`config.mk`:
```
export PLATFORM = sky130hd
export DESIGN_NAME = bsd_adder_top
export DESIGN_NICKNAME = d
export VERILOG_FILES = /design/src/rtl/bsd_adder_pkg.sv /design/src/rtl/bsd_digit_cell.sv /design/src/rtl/bsd_adder_ctrl.sv /design/src/rtl/bsd_adder_dp.sv /design/src/rtl/bsd_adder_top.sv
export SDC_FILE = /design/constraint.sdc
export NUM_CORES = 1
export LEC_CHECK = 0
export ABC_AREA = 1
export BUFFER_PORTS_ARGS = -buffer_cell sky130_fd_sc_hd__buf_4
export CELL_PAD_IN_SITES_DETAIL_PLACEMENT = 0
export CELL_PAD_IN_SITES_GLOBAL_PLACEMENT = 2
export CORE_MARGIN = 2
export CORE_UTILIZATION = 27
export DETAILED_ROUTE_END_ITERATION = 8
export PLACE_DENSITY_LB_ADDON = 0.2
export SLEW_MARGIN = 25
export SYNTH_ARGS = -nofsm -noshare
export SYNTH_HDL_FRONTEND = slang
export SYNTH_SLANG_ARGS = --single-unit
export TNS_END_PERCENT = 10
```
`constraint.sdc`:
```
create_clock -name clk -period 3.2 [get_ports clk]
set_input_delay 0.64 -clock clk [delete_from_list [all_inputs] [get_ports clk]]
set_output_delay 0.64 -clock clk [all_outputs]
set_load 0.05 [all_outputs]
```
`src/rtl/bsd_adder_pkg.sv`:
```
package bsd_adder_pkg;
  typedef struct packed {
    logic capture;
    logic outValid;
  } bsdStrobes_t;
endpackage

```
`src/rtl/bsd_digit_cell.sv`:
```
module bsd_digit_cell (
  input  logic aP,
  input  logic aM,
  input  logic bP,
  input  logic bM,
  input  logic lowNonNeg,
  output logic wP,
  output logic wM,
  output logic tP,
  output logic tM
);
  logic aPos, aNeg, aZero, bPos, bNeg, bZero;
  logic xPlus2, xPlus1, xMinus1, xMinus2;

  always_comb begin
    aPos  = aP & ~aM;
    aNeg  = aM & ~aP;
    aZero = ~(aPos | aNeg);
    bPos  = bP & ~bM;
    bNeg  = bM & ~bP;
    bZero = ~(bPos | bNeg);
    xPlus2  = aPos & bPos;
    xMinus2 = aNeg & bNeg;
    xPlus1  = (aPos & bZero) | (bPos & aZero);
    xMinus1 = (aNeg & bZero) | (bNeg & aZero);
    // transfer to next position
    tP = xPlus2 | (xPlus1 & lowNonNeg);
    tM = xMinus2 | (xMinus1 & ~lowNonNeg);
    // interim digit kept at this position
    wP = (xPlus1 | xMinus1) & ~lowNonNeg;
    wM = (xPlus1 | xMinus1) & lowNonNeg;
  end
endmodule

```
`src/rtl/bsd_adder_ctrl.sv`:
```
module bsd_adder_ctrl
  import bsd_adder_pkg::*;
#(
  parameter bit REG_OUT = 1'b1
) (
  input  logic        clk,
  input  logic        rstN,
  input  logic        inValid,
  output bsdStrobes_t strobes
);
  generate
    if (REG_OUT) begin : g_reg
      logic validQ;
      always_ff @(posedge clk) begin
        if (!rstN) validQ <= 1'b0;
        else       validQ <= inValid;
      end
      assign strobes.capture  = inValid & rstN;
      assign strobes.outValid = validQ;
    end else begin : g_comb
      logic unusedClk;
      assign unusedClk        = clk;
      assign strobes.capture  = inValid;
      assign strobes.outValid = inValid & rstN;
    end
  endgenerate
endmodule

```
`src/rtl/bsd_adder_dp.sv`:
```
module bsd_adder_dp
  import bsd_adder_pkg::*;
#(
  parameter int DIGITS  = 8,
  parameter bit REG_OUT = 1'b1
) (
  input  logic              clk,
  input  logic              rstN,
  input  bsdStrobes_t       strobes,
  input  logic [DIGITS-1:0] aPlus,
  input  logic [DIGITS-1:0] aMinus,
  input  logic [DIGITS-1:0] bPlus,
  input  logic [DIGITS-1:0] bMinus,
  output logic [DIGITS:0]   sumPlus,
  output logic [DIGITS:0]   sumMinus,
  output logic [DIGITS+1:0] sumTwos
);
  localparam int SW = DIGITS + 1;
  localparam int TW = DIGITS + 2;

  logic [DIGITS-1:0] wP, wM;
  logic [DIGITS:0]   tP, tM;          // tP[i] enters position i
  logic [DIGITS-1:0] lowNonNeg;
  logic [SW-1:0]     sP, sM;
  logic [TW-1:0]     twosComb;

  assign tP[0] = 1'b0;
  assign tM[0] = 1'b0;

  generate
    for (genvar i = 0; i < DIGITS; i++) begin : g_cell
      if (i == 0) begin : g_lsb
        assign lowNonNeg[i] = 1'b1;
      end else begin : g_up
        assign lowNonNeg[i] = ~((aMinus[i-1] & ~aPlus[i-1]) |
                                (bMinus[i-1] & ~bPlus[i-1]));
      end
      bsd_digit_cell cell_i (
        .aP(aPlus[i]), .aM(aMinus[i]), .bP(bPlus[i]), .bM(bMinus[i]),
        .lowNonNeg(lowNonNeg[i]),
        .wP(wP[i]), .wM(wM[i]), .tP(tP[i+1]), .tM(tM[i+1])
      );
      assign sP[i] = (wP[i] & ~tM[i]) | (tP[i] & ~wM[i]);
      assign sM[i] = (wM[i] & ~tP[i]) | (tM[i] & ~wP[i]);
    end
  endgenerate

  assign sP[DIGITS] = tP[DIGITS];
  assign sM[DIGITS] = tM[DIGITS];

  // output converter: the only carry-propagating step
  assign twosComb = {1'b0, sP} - {1'b0, sM};

  generate
    if (REG_OUT) begin : g_reg
      always_ff @(posedge clk) begin
        if (!rstN) begin
          sumPlus  <= '0;
          sumMinus <= '0;
          sumTwos  <= '0;
        end else if (strobes.capture) begin
          sumPlus  <= sP;
          sumMinus <= sM;
          sumTwos  <= twosComb;
        end
      end
    end else begin : g_comb
      logic unusedIn;
      assign unusedIn = clk ^ strobes.capture ^ strobes.outValid;
      assign sumPlus  = rstN ? sP : '0;
      assign sumMinus = rstN ? sM : '0;
      assign sumTwos  = rstN ? twosComb : '0;
    end
  endgenerate
endmodule

```
`src/rtl/bsd_adder_top.sv`:
```
module bsd_adder_top
  import bsd_adder_pkg::*;
#(
  parameter int DIGITS  = 8,
  parameter bit REG_OUT = 1'b1
) (
  input  logic              clk,
  input  logic              rstN,
  input  logic [DIGITS-1:0] binIn,
  output logic [DIGITS-1:0] cvtPlus,
  output logic [DIGITS-1:0] cvtMinus,
  input  logic              inValid,
  input  logic [DIGITS-1:0] aPlus,
  input  logic [DIGITS-1:0] aMinus,
  input  logic [DIGITS-1:0] bPlus,
  input  logic [DIGITS-1:0] bMinus,
  output logic              outValid,
  output logic [DIGITS:0]   sumPlus,
  output logic [DIGITS:0]   sumMinus,
  output logic [DIGITS+1:0] sumTwos
);
  bsdStrobes_t strobes;

  // input converter: wiring only
  assign cvtPlus  = binIn;
  assign cvtMinus = '0;

  bsd_adder_ctrl #(.REG_OUT(REG_OUT)) ctrl_i (
    .clk(clk), .rstN(rstN), .inValid(inValid), .strobes(strobes)
  );

  bsd_adder_dp #(.DIGITS(DIGITS), .REG_OUT(REG_OUT)) dp_i (
    .clk(clk), .rstN(rstN), .strobes(strobes),
    .aPlus(aPlus), .aMinus(aMinus), .bPlus(bPlus), .bMinus(bMinus),
    .sumPlus(sumPlus), .sumMinus(sumMinus), .sumTwos(sumTwos)
  );

  assign outValid = strobes.outValid;
endmodule

```
==> impl_metrics.toml, run 1 <==
[placement]
gp_congestion = 0.7354
hpwlAfterDp_um = 5439
io_buffers = 62
dpl_cell_area_mm2 = 0.003361

[floorplan]
io_pins = 88
core_area_mm2 = 0.01028
start_util_pct = 27.75
dieArea_mm2 = 0.01140
die_w_um = 106.8
die_h_um = 106.8
fp-row-count = 37

[routing]
dr.pass1.iters = 4
drtIter0Drc = 84
vias_per_cell = 4.173
wl_um = 6583
wire_per_inst_um = 10.24
vias = 2683
drc = 0
ant_nets = 0

[clock_network]
postCtsHoldBufs = 0
clk_pin_slew_ps = 120
cts_max_level = 1
cts_root_buf = "clkbuf_8"
cts_buffer_depth = 2
cts_tree = "done"
numCtsBuffers = 3
post_cts_buffers = 0
clock_sinks = 27
clkLatencyLatePin_ps = 290
postCtsResizedCells = 0

[sta]
setup_viol_count_final = 0
drv_slew = 0
finalHoldViolCount = 0
clock_skew_ps = 0
slew_headroom_pct = 63.72
rsz0062_at_grt = "no"
fin_crit_ps = 2596
fmax_ghz = 0.3852
setup_tns_ps = 0
tightestPinTransition_ps = 543.6
fin_crit_sh_pct = 81.13

[critical_path]
path_class = "in2reg"
crit_arrival_ps = 2770
crit_path_end_kind = "flip-flop"
startpoint_type = "primary input"
critPathRequiredTime_ps = 3380
timing.rr.start = "dp_i.sumMinus[4]$_SDFFE_PN0P_"
critical_path.max_fanout = 5
crit_start = "bPlus[3]"
r2r_slack_ps = 2480

[hold_path]
holdCritPathClass = "reg2reg"
hold_path_startpoint = "dp_i.sumPlus[4]$_SDFFE_PN0P_"

[global_routing]
grt_pass1_wl_um = 11640
antenna_found_initial = 0
grt_max_degree = 28
grt_overflow = 0
grt_use_total_pct = 12.36
grt_pass1_vias = 2507

[synthesis]
synth_commonest_cells = "nand2_1 (103), inv_1 (98), nor2_1 (53)"
synthFlopType = "dfxtp_1"
syn_avg_cell_area_um2 = 6.253
synthCells = 456
ys_types = 35
synthTopCellsByArea = "dfxtp_1 (19%), ha_1 (18%), nand2_1 (14%)"
yosysTopAreaCell = "dfxtp_1"
yosysMostFrequentCell = "nand2_1"
ys_async_sr_fraction_pct = 0
ys_warn_count = 0
synth-edff-count = 0
yosysSeqAreaShare_pct = 18.96
synth_area_mm2 = 0.002851
netlist.area_leader.share_pct = 18.96
ys_ff_latch = 27

[final_layout]
ff_latch_area_um2 = 540.5
multiInputGateArea_mm2 = 0.001787
syn2layout_area_growth_pct = 19.61
final_cell_area_mm2 = 0.003411
diodes = 0
nFillCells = 1145
final_nets = 593
layout-drive-gt1-share_pct = 18.74

[power_and_ir_drop]
vdd_drop_max_uv = 187.5
powerDensity_mw_per_mm2 = 397.9
p_leak_nw = 2.021

[run_status]
status = "finished, final reports clean"

[flow_run]
maxCapViolCount = 0
path summary, 6_finish.rpt:
| kind | end | cells past startpoint |
|---|---|---|
| worst max-delay path | dp_i.sumTwos[6]$_SDFFE_PN0P_ | 18 |
| worst min-delay path | dp_i.sumPlus[4]$_SDFFE_PN0P_ | 2 |
| worst max register to register | dp_i.sumMinus[4]$_SDFFE_PN0P_ | 4 |
| worst min register to register | dp_i.sumPlus[4]$_SDFFE_PN0P_ | 2 |
layout make-up:
cell class	instances	share of cell area [%]
Clock buffer	3	1.211
Clock inverter	1	0.2568
Inverter	104	11.45
Multi-Input combinational cell	309	52.38
Sequential cell	27	15.85
Tap cell	136	4.989
Timing Repair Buffer	63	13.87
per-layer routing:
layer | up-vias | wire length, um | GRT usage, %
met5 | - | 0 | 0
met4 | 0 | 44 | 2.505
met3 | 6 | 264 | 1.581
met2 | 55 | 2857 | 20.11
met1 | 1154 | 3417 | 17.53
li1 | 1468 | - | -
cells in the final DEF, fill, tap and decap left out, types with 2 or more instances in the layout:
cell type / n
a21oi_1: 9
o21ai_2: 4
o21ai_0: 13
clkbuf_8: 3
a21boi_0: 2
inv_2: 6
a22oi_1: 3
conb_1: 9
nor2_2: 3
a21oi_2: 2
o21ai_1: 16
dfxtp_1: 27
nand2_1: 103
inv_1: 98
o22ai_1: 4
o22ai_2: 3
nand2_2: 6
ha_1: 41
nand3_1: 24
nor2_1: 53
nor2_4: 2
buf_4: 63
critical path, cell delays in order:
cell and delay (ps):
buf_4 90, inv_1 30, ha_1 300, nand2_1 70, nand2_1 80, o21ai_0 290, nand2_1 90, nand2_1 100
inv_1 50, ha_1 350, a21oi_1 160, nand2_1 110, nand2_1 90, nand2_1 50, nand2_1 60, nand3_1 70
o211ai_1 90, inv_1 50
kinds of logic after synthesis:
group,share of synthesized area (%)
buffers and inverters,19.44
xor gates and xnor gates,0.6144
AOI/OAI and AO/OA,14.44
DFF,18.96
other,0.1315
and+or+nand+nor,27.73
adders and majority gates,18.69
registers in the layout (all words and copies together), names as in the netlist:
register and cells:
dp_i.sumPlus 8, ctrl_i.g_reg.validQ 1, dp_i.sumMinus 8, dp_i.sumTwos 10
through the flow:
stage	power (W)	utilization (%)	worst slack, ps	hold WS [ps]	std cells
after detailed placement	0.001152	32.70	291.0	465.8	639
after floorplan	0.0009929	-	643.9	685.5	464
final	0.001357	33.19	604.0	476.3	643
after global placement	0.001154	32.70	314.3	461.7	639
after CTS	0.001373	33.19	583.6	482.1	643
after global routing	0.001483	33.19	296.6	496.2	643
where the power goes:
group          total (W)  switching, W  internal [W]
Clock           0.000219      0.000127     0.0000918
Combinational   0.000743      0.000487      0.000256
Sequential      0.000396     0.0000225      0.000374
Power figures use the tool's default switching activity.
==> run 2, diff against run 1 <==
==> constraint.sdc (replaced) <==
create_clock -name clk -period 2.4 [get_ports clk]
set_input_delay 0.48 -clock clk [delete_from_list [all_inputs] [get_ports clk]]
set_output_delay 0.48 -clock clk [all_outputs]
set_load 0.05 [all_outputs]
==> run 2 against run 1 <==
- via count increased by 6.5%
- hold slack barely moved
- total power rose by 56%
- sequential share of layout area shrank 2.4 points
- global-route usage up 0.18 points
- setup slack lost 450 ps
- register-to-register slack lost 810 ps
- sequential power rose by 33%
- clock skew unchanged
- critical path type unchanged
- largest power group unchanged
==> impl_metrics.toml, run 2 (same netlist as run 1, synthesis figures left out) <==
[critical_path]
cp_cell_sequence = "buf_4, ha_4, inv_2, o22ai_2, nor2_2, nor2_2, inv_1, and2_4, fa_2, nand3_2, nand2_2, nand2_2, nand2_1, nand2_1, nand3_1, o211ai_1, inv_1"
crit_arrival_ps = 2420
cp_slowest_cell = "fa_2"
crit_path_end_kind = "flip-flop"
critPathRequiredTime_ps = 2580
crit_family = "simple AND/OR/NAND/NOR gates"
startpoint_type = "primary input"
path_buf_inv = 4
critical_path.max_fanout = 3
r2r_slack_ps = 1670
path_class = "in2reg"
cpPeakStageDelay_ps = 360

[global_routing]
grt_pass1_vias = 2631
grt_max_degree = 28
grt_overflow = 0
antenna_found_initial = 0
grt_pass1_wl_um = 11870
grt_use_total_pct = 12.54

[routing]
vias = 2858
drtIter0Drc = 82
drc = 0
dr.pass1.iters = 4
wire_per_inst_um = 10.47
vias_per_cell = 4.197
ant_nets = 0
wl_um = 7129

[sta]
setup_viol_count_final = 0
fmax_ghz = 0.4452
fin_crit_sh_pct = 93.58
finalHoldViolCount = 0
slew_headroom_pct = 62.60
fin_crit_ps = 2246
setup_tns_ps = 0
tightestPinTransition_ps = 560.4
final.setup.worst_slack_ps = 154.1
drv_slew = 0
clock_skew_ps = 0

[floorplan]
core_area_mm2 = 0.01028
dieArea_mm2 = 0.01140
start_util_pct = 27.75
fp-row-count = 37
die_h_um = 106.8
die_w_um = 106.8
io_pins = 88

[final_layout]
layout-drive-gt1-share_pct = 36.15
final_nets = 631
syn2layout_area_growth_pct = 41.07
final_cell_mix = "buf_4 (101), inv_1 (91), nand2_1 (90)"
final_common_cell = "buf_4"
regMostFlops = "dp_i.sumTwos"
final_cell_area_mm2 = 0.004023
largest_reg_flops = 10
diodes = 0
reg.largest.list = "dp_i.sumTwos x10, dp_i.sumMinus x8, dp_i.sumPlus x8"

[clock_network]
cts_max_level = 1
clk_pin_slew_ps = 110
clock_sinks = 27
cts_tree = "done"
cts_root_buf = "clkbuf_8"
postCtsHoldBufs = 0
clkLatencyLatePin_ps = 280
cts_buffer_depth = 2
numCtsBuffers = 3

[power_and_ir_drop]
powerDensity_mw_per_mm2 = 526.4
p_leak_nw = 2.246
vdd_drop_max_uv = 258.2

[placement]
pre_cts_ws_ps = -308.2
hpwlAfterDp_um = 5603
gp_congestion = 0.7756
io_buffers = 62
dpl_cell_area_mm2 = 0.003616

[flow_run]
maxCapViolCount = 0

[hold_path]
holdCritPathClass = "reg2reg"

[run_status]
status = "finished, final reports clean"
-- run 2: area by class of cell --
type                            count  area, um2
Sequential cell                    27      540.5
Fill cell                        1139       6255
Timing Repair Buffer              101      758.2
Inverter                          104      390.4
Clock inverter                      1      5.005
Tap cell                          136      170.2
Multi-Input combinational cell    309       2117
Clock buffer                        3      41.29
-- run 2: report_power, final --
part | switching (W) | leakage (nW) | internal (W)
Sequential | 0.0000289 | 0.223 | 0.000498
Combinational | 0.000773 | 2.00 | 0.000544
Clock | 0.000156 | 0.0255 | 0.000117
-- run 2: worst paths after layout --
path	start	to	cells past startpoint
setup / recovery	bMinus[1]	dp_i.sumTwos[6]$_SDFFE_PN0P_	17
hold / removal	dp_i.sumPlus[4]$_SDFFE_PN0P_	dp_i.sumPlus[4]$_SDFFE_PN0P_	2
setup reg to reg	dp_i.sumMinus[4]$_SDFFE_PN0P_	dp_i.sumMinus[4]$_SDFFE_PN0P_	4
hold reg to reg	dp_i.sumPlus[4]$_SDFFE_PN0P_	dp_i.sumPlus[4]$_SDFFE_PN0P_	2
-- run 2: worst reg2reg max path, stage by stage (launching register included) --
cell     delay (ps)
dfxtp_1         350
nor2_1          100
nor2_1           50
o21ai_1          90
inv_1            50
-- run 2: metal layers --
metal  vias to the layer above  track usage, %  wire (um)
li1                       1539               -          -
met1                      1267           16.82       3576
met4                         0           2.597         44
met5                         -               0          0
met2                        46           21.38       3239
met3                         6           1.824        268
-- run 2: per-stage QoR --
stage | hold slack, ps | std cells | util [%] | power, W
2_1_floorplan | 618.4 | 464 | - | 0.001324
3_3_place_gp | 460.5 | 673 | 35.18 | 0.001640
3_5_place_dp | 463.8 | 673 | 35.18 | 0.001641
4_1_cts | 481.2 | 677 | 35.72 | 0.001924
5_1_grt | 498.8 | 681 | 39.14 | 0.002292
6_report | 475.9 | 681 | 39.14 | 0.002118
-- run 2: timing repair --
action | in CTS | in global routing
buffers inserted | 0 | 4
endpoints found under the setup margin | 1 | 7
pin swaps | 0 | 29
gates resized for setup | 2 | 74
==> run 3, diff against run 2 <==
--- a/config.mk
+++ b/config.mk
@@ -9,6 +9,7 @@
 export BUFFER_PORTS_ARGS = -buffer_cell sky130_fd_sc_hd__buf_4
 export CELL_PAD_IN_SITES_DETAIL_PLACEMENT = 0
 export CELL_PAD_IN_SITES_GLOBAL_PLACEMENT = 2
+export CORE_ASPECT_RATIO = 1.75
 export CORE_MARGIN = 2
 export CORE_UTILIZATION = 27
 export DETAILED_ROUTE_END_ITERATION = 8
==> constraint.sdc (replaced) <==
create_clock -name clk -period 2.4 [get_ports clk]
set_input_delay 0.36 -clock clk [delete_from_list [all_inputs] [get_ports clk]]
set_output_delay 0.36 -clock clk [all_outputs]
set_load 0.05 [all_outputs]
==> run 3 against run 2 <==
- total power fell by 1.4%
- cell count fell by 2.6%
- core utilization is 2.8 points lower
==> impl_metrics.toml, run 3 (same netlist as run 1, synthesis figures left out) <==
[critical_path]
crit_path_end_kind = "flip-flop"
timing.rr.start = "dp_i.sumTwos[4]$_SDFFE_PN0P_"
r2r_slack_ps = 1700
crit_start = "bPlus[1]"
path_buf_inv = 5
critPathRequiredTime_ps = 2570
crit_arrival_ps = 2410
rr_endpoint = "dp_i.sumTwos[4]$_SDFFE_PN0P_"
cp_cell_sequence = "buf_4, inv_1, ha_1, inv_1, o22ai_2, nand2_1, nand2_1, nand2_1, nand2_1, inv_1, ha_4, nand3_1, nand2_1, nand3_1, nand3_1, nand2_1, o21ai_1, inv_1"
crit_family = "simple AND/OR/NAND/NOR gates"
cp_slowest_cell = "ha_4"
startpoint_type = "primary input"
path_class = "in2reg"
cpMostUsedCell = "nand2_1"
cpPeakStageDelay_ps = 290
r2r_cells = 4
critical_path.max_fanout = 4

[final_layout]
diodes = 0
syn2layout_area_growth_pct = 31.11
final_common_cell = "nand2_1"
reg.largest.list = "dp_i.sumTwos x10, dp_i.sumMinus x8, dp_i.sumPlus x8"
final_nets = 622
layout-drive-gt1-share_pct = 26.31
regMostFlops = "dp_i.sumTwos"
final_cell_mix = "nand2_1 (103), inv_1 (98), buf_4 (92)"
largest_reg_flops = 10

[hold_path]
min_to = "dp_i.sumTwos[1]$_SDFFE_PN0P_"
holdCritPathClass = "in2reg"
hold_path_startpoint = "rstN"
hold_depth = 3

[clock_network]
postCtsResizedCells = 0
cts_root_buf = "clkbuf_16"
cts_buffer_depth = 2
cts_max_level = 1
clock_sinks = 27
post_cts_buffers = 0
postCtsHoldBufs = 0
numCtsBuffers = 3
clkLatencyLatePin_ps = 270
cts_tree = "done"
clk_pin_slew_ps = 70

[sta]
fin_crit_ps = 2242
holdWs_ps = 429.4
tightestPinTransition_ps = 539.6
setup_tns_ps = 0
fmax_ghz = 0.4460
drv_slew = 0
finalHoldViolCount = 0
fin_crit_sh_pct = 93.43
slew_headroom_pct = 63.98
clock_skew_ps = 0
setup_viol_count_final = 0
final.setup.worst_slack_ps = 157.6

[floorplan]
die_h_um = 139.9
dieArea_mm2 = 0.01143
io_pins = 88
start_util_pct = 27.68
die_w_um = 81.69
fp-row-count = 49
core_area_mm2 = 0.01030

[global_routing]
grt_overflow = 0
grt_max_degree = 28
grt_use_total_pct = 13.21
antenna_found_initial = 0
grt_pass1_vias = 2705
grt_pass1_wl_um = 11950

[routing]
wire_per_inst_um = 11.17
wl_um = 7409
vias = 2865
ant_nets = 0
dr.pass1.iters = 4
drc = 0
drtIter0Drc = 85
vias_per_cell = 4.321

[run_status]
status = "finished, final reports clean"

[flow_run]
maxCapViolCount = 0

[placement]
pre_cts_ws_ps = -255.3
io_buffers = 62
gp_congestion = 0.7380
hpwlAfterDp_um = 6190

[power_and_ir_drop]
powerDensity_mw_per_mm2 = 558.3
vdd_drop_max_uv = 265.5
p_leak_nw = 2.184
power.total_w = 0.002087
[run 3: cell count changes in the layout (fill, tap and decap cells not counted), moves of 4 or more]
cell     delta
ha_1        +7
nor2_1      +8
o21ai_2     -4
buf_4       -9
inv_1       +7
inv_2       -7
nor2_2      -8
ha_4        -8
nand2_2    -11
o21ai_1     +4
nand2_1    +13
[run 3: how the worst max path moves through the flow]
stage | to | slack [ps] | cells after the start
after floorplan | dp_i.sumTwos[6]$_SDFFE_PN0P_ | 120 | 17
after global routing | dp_i.sumTwos[8]$_SDFFE_PN0P_ | -40 | 18
after global placement | dp_i.sumTwos[8]$_SDFFE_PN0P_ | -250 | 17
final | dp_i.sumTwos[8]$_SDFFE_PN0P_ | 160 | 18
after CTS | dp_i.sumTwos[8]$_SDFFE_PN0P_ | 30 | 17
after detailed placement | dp_i.sumTwos[6]$_SDFFE_PN0P_ | -260 | 19
[run 3: final cells by class]
type	instances	area (um2)
fill	1148	6561
timing repair buffer	92	690.7
sequential	27	540.5
clock buffer	4	78.83
tap	127	158.9
inverter	104	390.4
multi-input combinational	309	1879
[run 3: power by group]
part / internal [W] / switching [W]
sequential: 0.000498 / 0.0000297
clock: 0.000229 / 0.000176
combinational: 0.000458 / 0.000697
total: 0.00118 / 0.000903
[run 3: worst reg2reg max path, delay by kind of cell, from the launching register on]
kind / cells / cell delay [ps]
buffers and inverters: 1 / 50
and+or+nand+nor: 2 / 150
AOI/OAI and AO/OA: 1 / 90
DFF: 1 / 320
[run 3: through the flow]
step	utilization [%]	area, um2	std cells
4_1_cts	35.40	3646	663
5_1_grt	36.30	3739	663
3_3_place_gp	34.63	3567	659
2_1_floorplan	-	2882	464
6_report	36.30	3739	663
3_5_place_dp	34.63	3567	659
[run 3: routing by layer]
metal | GRT usage, % | share of wire (%) | wire [um] | vias up
met5 | 0 | 0 | 0 | -
met4 | 4.298 | 1.7 | 127 | 0
met3 | 0.6443 | 3.1 | 230 | 7
met2 | 27.09 | 58 | 4334 | 49
met1 | 13.31 | 37 | 2716 | 1283
li1 | - | - | - | 1526
